$ cat config.mk
export PLATFORM = sky130hd
export DESIGN_NAME = scl_clk_gen
export DESIGN_NICKNAME = d
export VERILOG_FILES = /design/src/rtl/scl_gen_pkg.sv /design/src/rtl/scl_cfg_latch.sv /design/src/rtl/scl_phase_cnt.sv /design/src/rtl/scl_clk_gen.sv
export SDC_FILE = /design/constraint.sdc
export NUM_CORES = 1
export LEC_CHECK = 0
export BUFFER_PORTS_ARGS = -buffer_cell sky130_fd_sc_hd__clkbuf_2
export CAP_MARGIN = 5
export CORE_MARGIN = 5
export CORE_UTILIZATION = 45
export DETAILED_ROUTE_END_ITERATION = 16
export HOLD_SLACK_MARGIN = 0.08
export MAX_ROUTING_LAYER = met4
export PLACE_DENSITY = 0.68
export SLEW_MARGIN = 20
export SYNTH_ARGS = -nofsm -noshare
export SYNTH_HDL_FRONTEND = slang
export SYNTH_SLANG_ARGS = --single-unit
$ cat constraint.sdc
create_clock -name clk -period 6.7 [get_ports clk]
set_input_delay 0.335 -clock clk [delete_from_list [all_inputs] [get_ports clk]]
set_output_delay 0.335 -clock clk [all_outputs]
set_load 0.02 [all_outputs]
$ cat src/rtl/scl_gen_pkg.sv
package scl_gen_pkg;

    typedef enum logic [1:0] {
        PH_IDLE = 2'd0,
        PH_HIGH = 2'd1,
        PH_LOW  = 2'd2
    } scl_phase_e;

    // speed code that picks the fast count pair; all others pick standard
    localparam logic [1:0] SPD_FAST = 2'd2;

endpackage

$ cat src/rtl/scl_cfg_latch.sv
module scl_cfg_latch
    import scl_gen_pkg::*;
#(
    parameter int CW = 16
) (
    input  logic          clk,
    input  logic          rst_n,
    input  logic          enable,
    input  logic [1:0]    speed_sel,
    input  logic [CW-1:0] std_hi,
    input  logic [CW-1:0] std_lo,
    input  logic [CW-1:0] fst_hi,
    input  logic [CW-1:0] fst_lo,
    output logic [CW-1:0] hi_cnt,
    output logic [CW-1:0] lo_cnt
);

    typedef struct packed {
        logic [CW-1:0] hi;
        logic [CW-1:0] lo;
    } pair_t;

    pair_t cfg_d, cfg_q;

    always_comb begin
        cfg_d = cfg_q;
        if (!enable) begin
            if (speed_sel == SPD_FAST) begin
                cfg_d.hi = fst_hi;
                cfg_d.lo = fst_lo;
            end else begin
                cfg_d.hi = std_hi;
                cfg_d.lo = std_lo;
            end
        end
    end

    always_ff @(posedge clk or negedge rst_n) begin
        if (!rst_n) cfg_q <= '0;
        else        cfg_q <= cfg_d;
    end

    assign hi_cnt = cfg_q.hi;
    assign lo_cnt = cfg_q.lo;

    // configuration is frozen for the whole enabled run
    p_cfg_frozen_r6: assert property (@(posedge clk) disable iff (!rst_n)
        enable |=> ($stable(cfg_q.hi) && $stable(cfg_q.lo)));

endmodule

$ cat src/rtl/scl_phase_cnt.sv
module scl_phase_cnt #(
    parameter int CW = 16
) (
    input  logic          clk,
    input  logic          rst_n,
    input  logic          clear,
    input  logic          step,
    input  logic [CW-1:0] limit,
    output logic          expire,
    output logic [CW-1:0] count
);

    logic [CW-1:0] cnt_d, cnt_q;
    logic [CW-1:0] lim_eff;
    logic [CW:0]   nxt_w;

    always_comb begin
        lim_eff = (limit == '0) ? {{(CW-1){1'b0}}, 1'b1} : limit;
        nxt_w   = {1'b0, cnt_q} + {{CW{1'b0}}, 1'b1};
        expire  = step && (nxt_w >= {1'b0, lim_eff});
        cnt_d   = cnt_q;
        if (clear || expire) cnt_d = '0;
        else if (step)       cnt_d = nxt_w[CW-1:0];
    end

    always_ff @(posedge clk or negedge rst_n) begin
        if (!rst_n) cnt_q <= '0;
        else        cnt_q <= cnt_d;
    end

    assign count = cnt_q;

    // the running count never reaches the effective phase length
    p_cnt_in_range_r3: assert property (@(posedge clk) disable iff (!rst_n)
        cnt_q < lim_eff);

endmodule

$ cat src/rtl/scl_clk_gen.sv
module scl_clk_gen
    import scl_gen_pkg::*;
#(
    parameter int CW = 16
) (
    input  logic          clk,
    input  logic          rst_n,
    input  logic          enable,
    input  logic [1:0]    speed_sel,
    input  logic [CW-1:0] std_high_cnt,
    input  logic [CW-1:0] std_low_cnt,
    input  logic [CW-1:0] fast_high_cnt,
    input  logic [CW-1:0] fast_low_cnt,
    input  logic          scl_in,
    output logic          scl_o,
    output logic          fall_stb,
    output logic          rise_stb
);

    typedef struct packed {
        scl_phase_e phase;
        logic       scl;
        logic       fall;
        logic       rise;
    } gen_t;

    gen_t st_d, st_q;

    logic [CW-1:0] hi_cnt, lo_cnt, cur_lim, cnt_val;
    logic          cnt_clear, cnt_step, cnt_expire;

    scl_cfg_latch #(.CW(CW)) u_cfg (
        .clk       (clk),
        .rst_n     (rst_n),
        .enable    (enable),
        .speed_sel (speed_sel),
        .std_hi    (std_high_cnt),
        .std_lo    (std_low_cnt),
        .fst_hi    (fast_high_cnt),
        .fst_lo    (fast_low_cnt),
        .hi_cnt    (hi_cnt),
        .lo_cnt    (lo_cnt)
    );

    always_comb begin
        cur_lim   = (st_q.phase == PH_LOW) ? lo_cnt : hi_cnt;
        cnt_clear = !enable || (st_q.phase == PH_IDLE);
        // high phase only advances while the line is really high (stretch)
        cnt_step  = enable && (((st_q.phase == PH_HIGH) && scl_in) ||
                               (st_q.phase == PH_LOW));
    end

    scl_phase_cnt #(.CW(CW)) u_cnt (
        .clk    (clk),
        .rst_n  (rst_n),
        .clear  (cnt_clear),
        .step   (cnt_step),
        .limit  (cur_lim),
        .expire (cnt_expire),
        .count  (cnt_val)
    );

    always_comb begin
        st_d      = st_q;
        st_d.fall = 1'b0;
        st_d.rise = 1'b0;
        if (!enable) begin
            st_d.phase = PH_IDLE;
            st_d.scl   = 1'b1;
        end else begin
            case (st_q.phase)
                PH_IDLE: begin
                    st_d.phase = PH_HIGH;
                    st_d.scl   = 1'b1;
                end
                PH_HIGH: if (cnt_expire) begin
                    st_d.phase = PH_LOW;
                    st_d.scl   = 1'b0;
                    st_d.fall  = 1'b1;
                end
                PH_LOW: if (cnt_expire) begin
                    st_d.phase = PH_HIGH;
                    st_d.scl   = 1'b1;
                    st_d.rise  = 1'b1;
                end
                default: begin
                    st_d.phase = PH_IDLE;
                    st_d.scl   = 1'b1;
                end
            endcase
        end
    end

    always_ff @(posedge clk or negedge rst_n) begin
        if (!rst_n) begin
            st_q.phase <= PH_IDLE;
            st_q.scl   <= 1'b1;
            st_q.fall  <= 1'b0;
            st_q.rise  <= 1'b0;
        end else begin
            st_q <= st_d;
        end
    end

    assign scl_o    = st_q.scl;
    assign fall_stb = st_q.fall;
    assign rise_stb = st_q.rise;

    p_idle_released_r1: assert property (@(posedge clk) disable iff (!rst_n)
        !enable |=> (scl_o && !fall_stb && !rise_stb));

    p_fall_marks_edge_r5: assert property (@(posedge clk) disable iff (!rst_n)
        fall_stb |-> (!scl_o && $past(scl_o)));

    p_rise_marks_edge_r5: assert property (@(posedge clk) disable iff (!rst_n)
        rise_stb |-> (scl_o && !$past(scl_o)));

    p_strobe_excl_r5: assert property (@(posedge clk) disable iff (!rst_n)
        !(fall_stb && rise_stb));

    p_stretch_stall_r4: assert property (@(posedge clk) disable iff (!rst_n)
        (enable && st_q.phase == PH_HIGH && !scl_in) |=> ($stable(cnt_val) || !enable));

endmodule

==> results.txt <==
The simple-gate portion of the synthesized area came out at roughly 16%. The first detailed-routing pass ran for 5 iterations. The area growth from synthesis to layout is 16.26%.

Setup repair after global routing left no endpoint under its margin. The half-perimeter wire length of the detailed placement result came out at a little under 6000 microns. In this run the worst hold path is classified as in -> async. The worst clock skew is around 0.0056 ns. The clock root buffer is clkbuf_8. The xor/xnor cell area share of the yosys netlist came out at roughly 3.6%.

The core area is roughly 7300 sq um. The number of antenna violations at the first check in global routing came out at 0. The number of unique standard cell types used by synthesis came out at 47. Counting stages on the worst path, the most repeated cell is a21oi_1. The number of levels in the clock H-tree is 2.

The number of nets in the synthesized netlist is 447. The number of vias per cell is around 5.4. The maximum vdd drop came out at 0.0001003 V. The post-synth design cell area came out at 3369 sq um. The total overflow left after global routing is 0. Counting flops and latches in the post-synthesis netlist gives 53. The dominant combinational cell family by area after synthesis is simple AND/OR/NAND/NOR gates. The diode insertion count for antenna repair came out at 0.

The worst setup path is captured at a register. At the worst endpoint, the required time is between 6 and 7 ns. The worst path buffer plus inverter count is 1. After the first detailed-routing iteration, the DRC count stood at ~110. After detailed routing, the average wire length per cell comes to 14.78 microns. Dividing the final minimum period by the clock period gives 53.56%. At the end of routability-driven placement, the weighted congestion stood at 0.8360. The number of cells produced by synthesis is 360. Clock latency on the worst-skew pair, taken at its later pin, is around 0.30 ns. The static power due to leakage came out at 0.001771 uW. The number of placed instances, taps included, is 511. Cells fill a little over half of the core in the end. Max-cap violations in this run came to 0.

The via count of the first global-routing pass came to between 2k and 3k. The worst pin sits at a relative slew slack of 28.31%. The areal power density over the cells is roughly 180 nW/um^2. The setup TNS came out at 0 ns.

The die covers roughly 9300 sq um. Among all stages on the critical path, the largest delay is contributed by dfrtp_1. TritonCTS built the clock tree.

The synthesized design spends more area on one cell type than any other, namely dfrtp_1. For this run, the top clock speed supported by timing is about 280 MHz. The worst setup path is launched from a register. The largest driver fanout on the critical path is 21. Summing the areas of all compound-gate instances in the mapped netlist gives 15.93% of the synthesized area.

Measured along the x axis, the die boundary spans approximately 97 microns. After clock tree synthesis, the setup repair step added 0 buffers. The signal on the critical path passes through nor2b_2, buf_4, mux2i_1, o2111ai_1, nor2_1, a31oi_1, a21oi_1, ha_1, nand2b_1, a21oi_1, o31ai_1, nand4_4, a21o_4, o41ai_1.

The number of resized instances in the post-cts repair step is 0. The share of synthesized area occupied by flip-flops and latches came out at between 30% and 40%. The post-route antenna net violation count is 0.

The setup violation total in the final timing report is 0. The number of buffers inserted during clock tree synthesis is 5. The slew at the pin closest to its max-slew limit came out at approximately 1.1 ns. After detailed routing, the number of remaining DRC violations is 0. The count of hold-fix buffers inserted at cts came out at 0. The data arrival time at the worst-slack endpoint came out at ~3.8 ns. The smallest clock period supported by the final layout is computed as roughly 3.6 ns. The via count of the routed design came out at about 2.8k. The final-layout fill cell count is roughly 670.

The fraction of registers with async set or reset after synthesis is 100.0%. The maximum buffer depth of the clock tree came out at 2. The clock input transition at the sequential cells of the worst setup and hold paths is 0.10 ns.

The max-slew violation count came out at 0. The gate family responsible for the most delay along the worst path is compound AO/OA/AOI/OAI gates. The TritonCTS sink count came out at 53. The count of boundary I/O pins is 73.

The top cell types in the final layout, fill and taps aside, are clkbuf_2, dfrtp_1, nand2_1. The routed wire length is ~7700 microns. The number of synthesized flops with an enable pin is 0. Leaving out fill and tap cells, the most frequent cell in the layout is clkbuf_2. The first-pass GRT wire length is about 13000 microns.

The number of input and output port buffers inserted came out at 72. The share of Yosys cell area claimed by the top area cell type is 38.62%. The number of standard cells in the layout, taps in and fillers out came out at 519. The starting density of the core came out at a little under half.

Global routing used 17.90% of the available tracks across all layers. The post-synthesis adder-cell area fraction is 6.313%. The final-report hold violation count came out at 0. The area occupied by registers is 1328 sq um. The area taken by multi-input logic gates came out at ~1900 sq um. The floorplan row count is 31.

The largest incremental delay on the critical path is 0.45 ns. The pin count of the biggest net entering global routing came out at 74. The worst setup path is of the reg -> reg kind. The run finished with clean final reports. In the synthesized netlist the dominant register cell turns out to be dfrtp_1. A synthesized cell averages slightly above 9 sq um. The share of cell area taken by muxes after synthesis came out at between 10% and 20%. After synthesis, the cell types taking the most area are dfrtp_1, mux2i_1, ha_1. The count of warnings emitted by yosys came out at 0.

The height of the chip is between 90 and 100 microns. The fraction of layout cells with a size suffix above 1 came out at 21.90%. The final layout contains slightly above 500 nets.
power by group:
group / switching [uW] / internal (uW)
Combinational: 55.1 / 47.2
Sequential: 19.7 / 341
Clock: 109 / 150
Total: 184 / 538
area by class of cell:
| class | count | area share [%] |
|---|---|---|
| Multi-Input combinational cell | 277 | 48.90 |
| Sequential cell | 53 | 33.89 |
| Timing Repair Buffer | 76 | 9.965 |
| Tap cell | 99 | 3.162 |
| Clock buffer | 5 | 1.757 |
| Clock inverter | 3 | 1.757 |
| Inverter | 6 | 0.5749 |
state kept, by name, summed over array words and instances, names as in the netlist:
register / count
fall_stb: 1
rise_stb: 1
scl_o: 1
st_q: 2
u_cfg.hi_cnt: 16
u_cfg.lo_cnt: 16
u_cnt.count: 16
per-stage QoR:
step	setup slack, ns	power [uW]	instance area, sq um	hold WS, ns
after floorplan	3.562	421.7	3369	0.03941
after global placement	3.092	466.1	3780	0.4686
after detailed placement	3.120	470.6	3780	0.4780
after CTS	3.082	729.5	3918	0.1619
after global routing	2.800	755.4	3918	0.2006
final	3.112	722.6	3918	0.1228
cells by family after synthesis:
family / after synthesis
AOI/OAI and AO/OA: 84
muxes: 48
xor gates and xnor gates: 14
adders and majority gates: 17
and+or+nand+nor: 114
DFF: 53
buffers and inverters: 30
synth_stat cells, types with 2 or more instances:
| cell type | count |
|---|---|
| buf_2 | 4 |
| o31ai_1 | 6 |
| buf_1 | 3 |
| buf_4 | 3 |
| nor2b_1 | 5 |
| dfrtp_1 | 52 |
| o21a_1 | 2 |
| o41ai_1 | 5 |
| xor2_1 | 2 |
| nand2_1 | 51 |
| nand2b_1 | 3 |
| ha_1 | 17 |
| nand3_1 | 19 |
| clkbuf_1 | 13 |
| a21oi_1 | 9 |
| o2bb2a_1 | 5 |
| o21ai_0 | 38 |
| mux2i_1 | 48 |
| and3_1 | 4 |
| o21bai_1 | 2 |
| inv_1 | 6 |
| a21o_1 | 2 |
| nor4_1 | 4 |
| o21ai_1 | 7 |
| xnor2_1 | 12 |
| nor2_1 | 12 |
| nor3_1 | 3 |
| nand4_1 | 4 |
path summary, 6_finish.rpt:
check | start | to | slack (ns) | cells after the start
max in group asynchronous | rst_n | u_cnt.count[3] | 6.11 | 2
max | st_q[4] | u_cnt.count[8] | 3.11 | 14
min | rst_n | u_cnt.count[10] | 0.12 | 2
min in group clk | std_low_cnt[1] | u_cfg.lo_cnt[1] | 0.31 | 3
min reg2reg | u_cfg.hi_cnt[3] | u_cfg.hi_cnt[3] | 0.50 | 2
max reg2reg | st_q[4] | u_cnt.count[8] | 3.11 | 14
routing by layer:
layer,part of all wire [%],track usage (%),routed length (microns),up-vias
li1,-,-,-,1410
met1,46,25.11,3543,1302
met2,49,28.62,3769,73
met3,4.3,2.556,331,2
met4,0.33,2.103,25,0
met5,0,-,0,-
No activity file was read; power rests on OpenSTA's default activity.
